<file path="src/rtl/sci_xbit_pkg.sv">
package sci_xbit_pkg;
   localparam int XB_BUS_W     = 8;
   localparam int XB_ERR_N     = 4;
   localparam int XB_RX8_POS   = 7;
   localparam int XB_TX8_POS   = 6;
   localparam int XB_CTRL_W    = 6;

   typedef struct packed {
      logic                rx_dma_en;
      logic                tx_dma_en;
      logic [XB_ERR_N-1:0] err_ie;
   } xb_ctrl_t;
endpackage

</file>
<file path="src/rtl/sci_xbit_reg.sv">
module sci_xbit_reg
   import sci_xbit_pkg::*;
#(
   parameter int BUS_W = XB_BUS_W
) (
   input  logic             clk,
   input  logic             rst_n,
   input  logic             wr_hit,
   input  logic [BUS_W-1:0] wdata,
   output xb_ctrl_t         ctrl,
   output logic             tx_bit8
);
   localparam int CTRL_W = BUS_W - 2;

   xb_ctrl_t ctrl_q;
   logic     tx_bit8_q;
   logic     unused_wbit;

   // bit 7 of a write has no target
   assign unused_wbit = wdata[XB_RX8_POS];

   always_ff @(posedge clk or negedge rst_n) begin
      if (!rst_n) begin
         ctrl_q <= '0;
      end else if (wr_hit) begin
         ctrl_q <= xb_ctrl_t'(wdata[CTRL_W-1:0]);
      end
   end

   // no reset on the ninth bit; updates are held off while reset is low
   always_ff @(posedge clk) begin
      if (rst_n && wr_hit) begin
         tx_bit8_q <= wdata[XB_TX8_POS];
      end
   end

   assign ctrl    = ctrl_q;
   assign tx_bit8 = tx_bit8_q;
endmodule

</file>
<file path="src/rtl/sci_xbit_nine.sv">
module sci_xbit_nine (
   input  logic clk,
   input  logic rst_n,
   input  logic mode9,
   input  logic rx_load,
   input  logic rx_bit8_in,
   input  logic rx_bit7_in,
   input  logic tx_load,
   input  logic tx_bit8,
   output logic rx_bit8,
   output logic tx_sh_bit8
);
   logic rx_bit8_q;
   logic sh_bit8_q;
   logic rx_pick;

   assign rx_pick = mode9 ? rx_bit8_in : rx_bit7_in;

   // received ninth bit survives reset
   always_ff @(posedge clk) begin
      if (rst_n && rx_load) begin
         rx_bit8_q <= rx_pick;
      end
   end

   always_ff @(posedge clk or negedge rst_n) begin
      if (!rst_n) begin
         sh_bit8_q <= 1'b0;
      end else if (tx_load && mode9) begin
         sh_bit8_q <= tx_bit8;
      end
   end

   assign rx_bit8    = rx_bit8_q;
   assign tx_sh_bit8 = sh_bit8_q;
endmodule

</file>
<file path="src/rtl/sci_xbit_steer.sv">
module sci_xbit_steer
   import sci_xbit_pkg::*;
#(
   parameter int ERR_N   = XB_ERR_N,
   parameter bit REQ_REG = 1'b0
) (
   input  logic             clk,
   input  logic             rst_n,
   input  xb_ctrl_t         ctrl,
   input  logic             rx_full,
   input  logic             tx_empty,
   input  logic [ERR_N-1:0] err_flags,
   output logic             rx_dma_req,
   output logic             rx_irq,
   output logic             tx_dma_req,
   output logic             tx_irq,
   output logic             err_irq
);
   localparam int REQ_N = 5;

   logic [REQ_N-1:0] req_nxt;
   logic [REQ_N-1:0] req_out;
   logic [ERR_N-1:0] err_masked;

   assign err_masked = err_flags & ctrl.err_ie;

   always_comb begin
      req_nxt[4] = rx_full  &  ctrl.rx_dma_en;
      req_nxt[3] = rx_full  & ~ctrl.rx_dma_en;
      req_nxt[2] = tx_empty &  ctrl.tx_dma_en;
      req_nxt[1] = tx_empty & ~ctrl.tx_dma_en;
      req_nxt[0] = |err_masked;
   end

   generate
      if (REQ_REG) begin : g_flop
         logic [REQ_N-1:0] req_q;
         always_ff @(posedge clk or negedge rst_n) begin
            if (!rst_n) begin
               req_q <= '0;
            end else begin
               req_q <= req_nxt;
            end
         end
         assign req_out = req_q;
      end else begin : g_wire
         logic unused_clk;
         assign unused_clk = clk ^ rst_n;
         assign req_out    = req_nxt;
      end
   endgenerate

   assign rx_dma_req = req_out[4];
   assign rx_irq     = req_out[3];
   assign tx_dma_req = req_out[2];
   assign tx_irq     = req_out[1];
   assign err_irq    = req_out[0];
endmodule

</file>
<file path="src/rtl/sci_xbit_ctl.sv">
module sci_xbit_ctl
   import sci_xbit_pkg::*;
#(
   parameter int ADDR_W   = 3,
   parameter int REG_ADDR = 5,
   parameter int BUS_W    = XB_BUS_W,
   parameter int ERR_N    = XB_ERR_N,
   parameter bit REQ_REG  = 1'b0
) (
   input  logic              clk,
   input  logic              rst_n,
   input  logic [ADDR_W-1:0] bus_addr,
   input  logic              bus_wr,
   input  logic [BUS_W-1:0]  bus_wdata,
   output logic [BUS_W-1:0]  bus_rdata,
   input  logic              mode9,
   input  logic              rx_load,
   input  logic              rx_bit8_in,
   input  logic              rx_bit7_in,
   input  logic              tx_load,
   output logic              tx_sh_bit8,
   input  logic              rx_full,
   input  logic              tx_empty,
   input  logic [ERR_N-1:0]  err_flags,
   output logic              rx_dma_req,
   output logic              rx_irq,
   output logic              tx_dma_req,
   output logic              tx_irq,
   output logic              err_irq
);
   localparam logic [ADDR_W-1:0] REG_SEL = ADDR_W'(REG_ADDR);

   generate
      if (BUS_W != XB_BUS_W) begin : g_bad_bus
         $error("sci_xbit_ctl: BUS_W must be %0d", XB_BUS_W);
      end
      if (ERR_N != XB_ERR_N) begin : g_bad_err
         $error("sci_xbit_ctl: ERR_N must be %0d", XB_ERR_N);
      end
      if (ADDR_W < 1 || REG_ADDR < 0 || REG_ADDR >= (1 << ADDR_W)) begin : g_bad_addr
         $error("sci_xbit_ctl: REG_ADDR outside the address range");
      end
   endgenerate

   logic     addr_hit;
   logic     wr_hit;
   xb_ctrl_t ctrl_q;
   logic     tx_bit8_q;
   logic     rx_bit8_q;

   assign addr_hit = (bus_addr == REG_SEL);
   assign wr_hit   = addr_hit & bus_wr;

   sci_xbit_reg #(.BUS_W(BUS_W)) u_reg (
      .clk     (clk),
      .rst_n   (rst_n),
      .wr_hit  (wr_hit),
      .wdata   (bus_wdata),
      .ctrl    (ctrl_q),
      .tx_bit8 (tx_bit8_q)
   );

   sci_xbit_nine u_nine (
      .clk        (clk),
      .rst_n      (rst_n),
      .mode9      (mode9),
      .rx_load    (rx_load),
      .rx_bit8_in (rx_bit8_in),
      .rx_bit7_in (rx_bit7_in),
      .tx_load    (tx_load),
      .tx_bit8    (tx_bit8_q),
      .rx_bit8    (rx_bit8_q),
      .tx_sh_bit8 (tx_sh_bit8)
   );

   sci_xbit_steer #(.ERR_N(ERR_N), .REQ_REG(REQ_REG)) u_steer (
      .clk        (clk),
      .rst_n      (rst_n),
      .ctrl       (ctrl_q),
      .rx_full    (rx_full),
      .tx_empty   (tx_empty),
      .err_flags  (err_flags),
      .rx_dma_req (rx_dma_req),
      .rx_irq     (rx_irq),
      .tx_dma_req (tx_dma_req),
      .tx_irq     (tx_irq),
      .err_irq    (err_irq)
   );

   assign bus_rdata = addr_hit ? {rx_bit8_q, tx_bit8_q, ctrl_q} : '0;
endmodule

</file>
<file path="config.mk">
export PLATFORM = sky130hd
export DESIGN_NAME = sci_xbit_ctl
export DESIGN_NICKNAME = d
export VERILOG_FILES = /design/src/rtl/sci_xbit_pkg.sv /design/src/rtl/sci_xbit_reg.sv /design/src/rtl/sci_xbit_nine.sv /design/src/rtl/sci_xbit_steer.sv /design/src/rtl/sci_xbit_ctl.sv
export SDC_FILE = /design/constraint.sdc
export NUM_CORES = 1
export LEC_CHECK = 0
export ABC_AREA = 1
export BUFFER_PORTS_ARGS = -buffer_cell sky130_fd_sc_hd__buf_4
export CORE_MARGIN = 2
export CORE_UTILIZATION = 30
export CTS_CLUSTER_DIAMETER = 60
export DETAILED_ROUTE_END_ITERATION = 16
export PLACE_DENSITY = 0.74
export RECOVER_POWER = 50
export SLEW_MARGIN = 20
export SYNTH_ARGS = -nofsm -noshare
export SYNTH_HDL_FRONTEND = slang
export SYNTH_SLANG_ARGS = --single-unit
export TNS_END_PERCENT = 100
</file>
<file path="constraint.sdc">
create_clock -name clk -period 1.4 [get_ports clk]
set_input_delay 0.21 -clock clk [delete_from_list [all_inputs] [get_ports clk]]
set_output_delay 0.21 -clock clk [all_outputs]
set_load 0.01 [all_outputs]
</file>
==> results.cfg <==
[clocking]
h-tree-depth = 1
cts-root-buf = clkbuf_4
clk_latency_ns = 0.25
clockBufferDepth = 2
cts-buffers-inserted = 3
clock_sink_count = 9
cts_tree = done
cts.clk_slew.worst_paths_ns = 0.06
cts.repair.resized = 0

[floorplan]
die_w_um = 44.69
start_util = 0.3259
die_area_um2 = 1997
coreArea_um2 = 1524
pin_count = 39
dieHeight_um = 44.69
rows = 14

[cells_and_area]
fill_cells = 170
area_delta_synth_final_pct = 66.50
multi_input_area_um2 = 197.7
diodes = 0
drive_gt1_frac = 0.3717
seq_area_um2 = 235.2
nets = 139

[power_and_ir_drop]
power.density_nw_per_um2 = 897.6
p_comb_frac = 0.277
internal_power_mw = 0.5288
p_leak_nw = 0.4945
finalPower_mw = 0.7423
p_switching_mw = 0.2136
ir_worst_vdd_mv = 0.5270
power_frac_clock = 0.267
power_frac_seq = 0.456
sw_frac_of_total = 0.2877

[setup_path]
critPathRequiredTime_ns = 1.19
timing.rr.end = u_reg.ctrl[1]
setup.reg_to_reg.worst_slack_ns = 0.75
startpoint_type = register
reg2reg_depth = 2
rr_startpoint = u_reg.ctrl[1]
arrival_ns = 0.96
end_kind = primary output
critPathKind = register to primary output
crit_fanout = 3

[sta]
relSlewSlack = 0.8651
fin_ws_ns = 0.2253
rsz0062_at_grt = no
slew_violations = 0
fin_setup_tns_ns = 0
hold_violations = 0
finalSetupViolCount = 0
period_minus_slack_ns = 1.175
clock_skew_ns = 0.0001109
fmax_mhz = 851.3
worst_slew_pin_slew_ns = 0.2018
finalCritPeriodShare = 0.8391

[worst_hold_path]
hold_class = primary input to register
min_to = u_reg.tx_bit8
hold_depth = 1
worstHoldStart = bus_wdata[6]

[yosys]
ys_seq_area_frac = 0.4736
syn_nets = 96
syn_area_per_cell_um2 = 6.996
mappedNetlistArea_um2 = 496.7
ys_seq_elements = 9
yosysWarningCount = 0
netlist_instances = 71
synth_cell_types = 11

[placement]
dp_slack_ns = 0.2838
port_buffers = 37
gp_congestion = 0.7165
place_hpwl_um = 1068

[route]
dr.pass1.iters = 4
wire_per_inst_um = 10.30
via_per_inst = 4.302
dr_total_vias = 555
drc = 0
drt_iter0_markers = 8
drt_wl_total_um = 1329
antenna_left = 0

[global_route]
grt_pass1_wl_um = 2228
grt_pass1_vias = 556
grt_max_degree = 10
grt_use_total = 0.1559
grt-ovfl-total = 0
grt_antenna_before_repair = 0

[run]
cap_violations = 0

[run_status]
status = finished clean
==> per-stage QoR <==
| step | hold WS (ns) | utilization | area [um^2] | std cells |
|---|---|---|---|---|
| 6_report | 0.1524 | 0.5427 | 827.0 | 129 |
| 5_1_grt | 0.1464 | 0.5427 | 827.0 | 129 |
| 4_1_cts | 0.1203 | 0.5452 | 830.8 | 129 |
| 3_5_place_dp | 0.03899 | 0.5213 | 794.5 | 124 |
| 3_3_place_gp | 0.03556 | 0.5213 | 794.5 | 124 |
| 2_1_floorplan | -0.08559 | - | 496.7 | 71 |
==> cells in the mapped netlist <==
cell	instances	area (um^2)
inv_1	16	60.06
nor2_1	11	41.29
nand4_1	1	6.260
edfxtp_1	2	60.06
nor2_4	1	11.26
nand2_1	23	86.33
dfrtp_1	7	175.2
inv_2	1	3.750
nand3_1	6	30.03
nand4_2	1	12.51
o21ai_0	2	10.01
==> power by group through the flow <==
stage / sequential [mW] / clock [mW] / combinational (mW)
floorplan: 0.336 / 0 / 0.0888
global placement: 0.342 / 0 / 0.203
detailed placement: 0.343 / 0 / 0.209
CTS: 0.339 / 0.205 / 0.211
global route: 0.344 / 0.216 / 0.232
finish: 0.339 / 0.198 / 0.206
==> cell type report <==
type                       count  share of cell area
timing repair buffer          38              0.3434
sequential                     9              0.2844
multi-input combinational     45              0.2390
inverter                      17             0.07716
clock buffer                   4             0.03177
tap                           16             0.02421
==> layer usage <==
metal | vias to the layer above | share of wire | GRT usage
met5 | - | 0 | 0
met4 | 0 | 0 | 0.05455
met3 | 0 | 0.087 | 0.04800
met2 | 23 | 0.52 | 0.2754
met1 | 238 | 0.40 | 0.1760
li1 | 294 | - | -
==> critical path: stages, from the launching register on <==
cell	delay [ns]
dfrtp_1	0.41
nand2_1	0.07
nand4_1	0.09
buf_4	0.15
==> logic make-up (layout without fill, tap and decap cells) <==
| group | Yosys count | after routing | synth area share |
|---|---|---|---|
| buffers and inverters | 17 | 59 | 0.1285 |
| DFF | 9 | 9 | 0.4736 |
| and+or+nand+nor | 43 | 43 | 0.3778 |
| AOI/OAI and AO/OA | 2 | 2 | 0.02015 |
==> flip-flops by register name (all words and copies together), names as in the netlist <==
name / cells
u_nine.rx_bit8: 1
u_reg.tx_bit8: 1
u_nine.tx_sh_bit8: 1
u_reg.ctrl: 6
==> worst max path at each step <==
| stage | from | endpoint | slack [ns] | cells past startpoint |
|---|---|---|---|---|
| 5_1_grt | u_reg.ctrl[1] | err_irq | 0.17 | 3 |
| 4_1_cts | u_reg.ctrl[1] | err_irq | 0.21 | 3 |
| 2_1_floorplan | bus_addr[0] | bus_rdata[0] | 0.52 | 4 |
| 6_report | u_reg.ctrl[1] | err_irq | 0.23 | 3 |
| 3_5_place_dp | bus_addr[0] | bus_rdata[7] | 0.28 | 6 |
| 3_3_place_gp | bus_addr[0] | bus_rdata[7] | 0.30 | 6 |
==> timing repair <==
item,4_1_cts,5_1_grt
buffers inserted,0,0
setup endpoints to repair,0,0
hold endpoints to repair,7,0
hold buffers,1,0
==> cells in the final DEF, fill, tap and decap left out <==
cell            n
inv_1          16
dlygate4sd3_1   1
nand2_1        23
buf_4          35
clkbuf_4        4
dfrtp_1         7
nor2_4          1
nor2_1         11
edfxtp_1        2
inv_2           1
o21ai_0         2
nand4_1         1
nand3_1         6
nand4_2         1
clkbuf_1        2
Power figures use the tool's default switching activity.
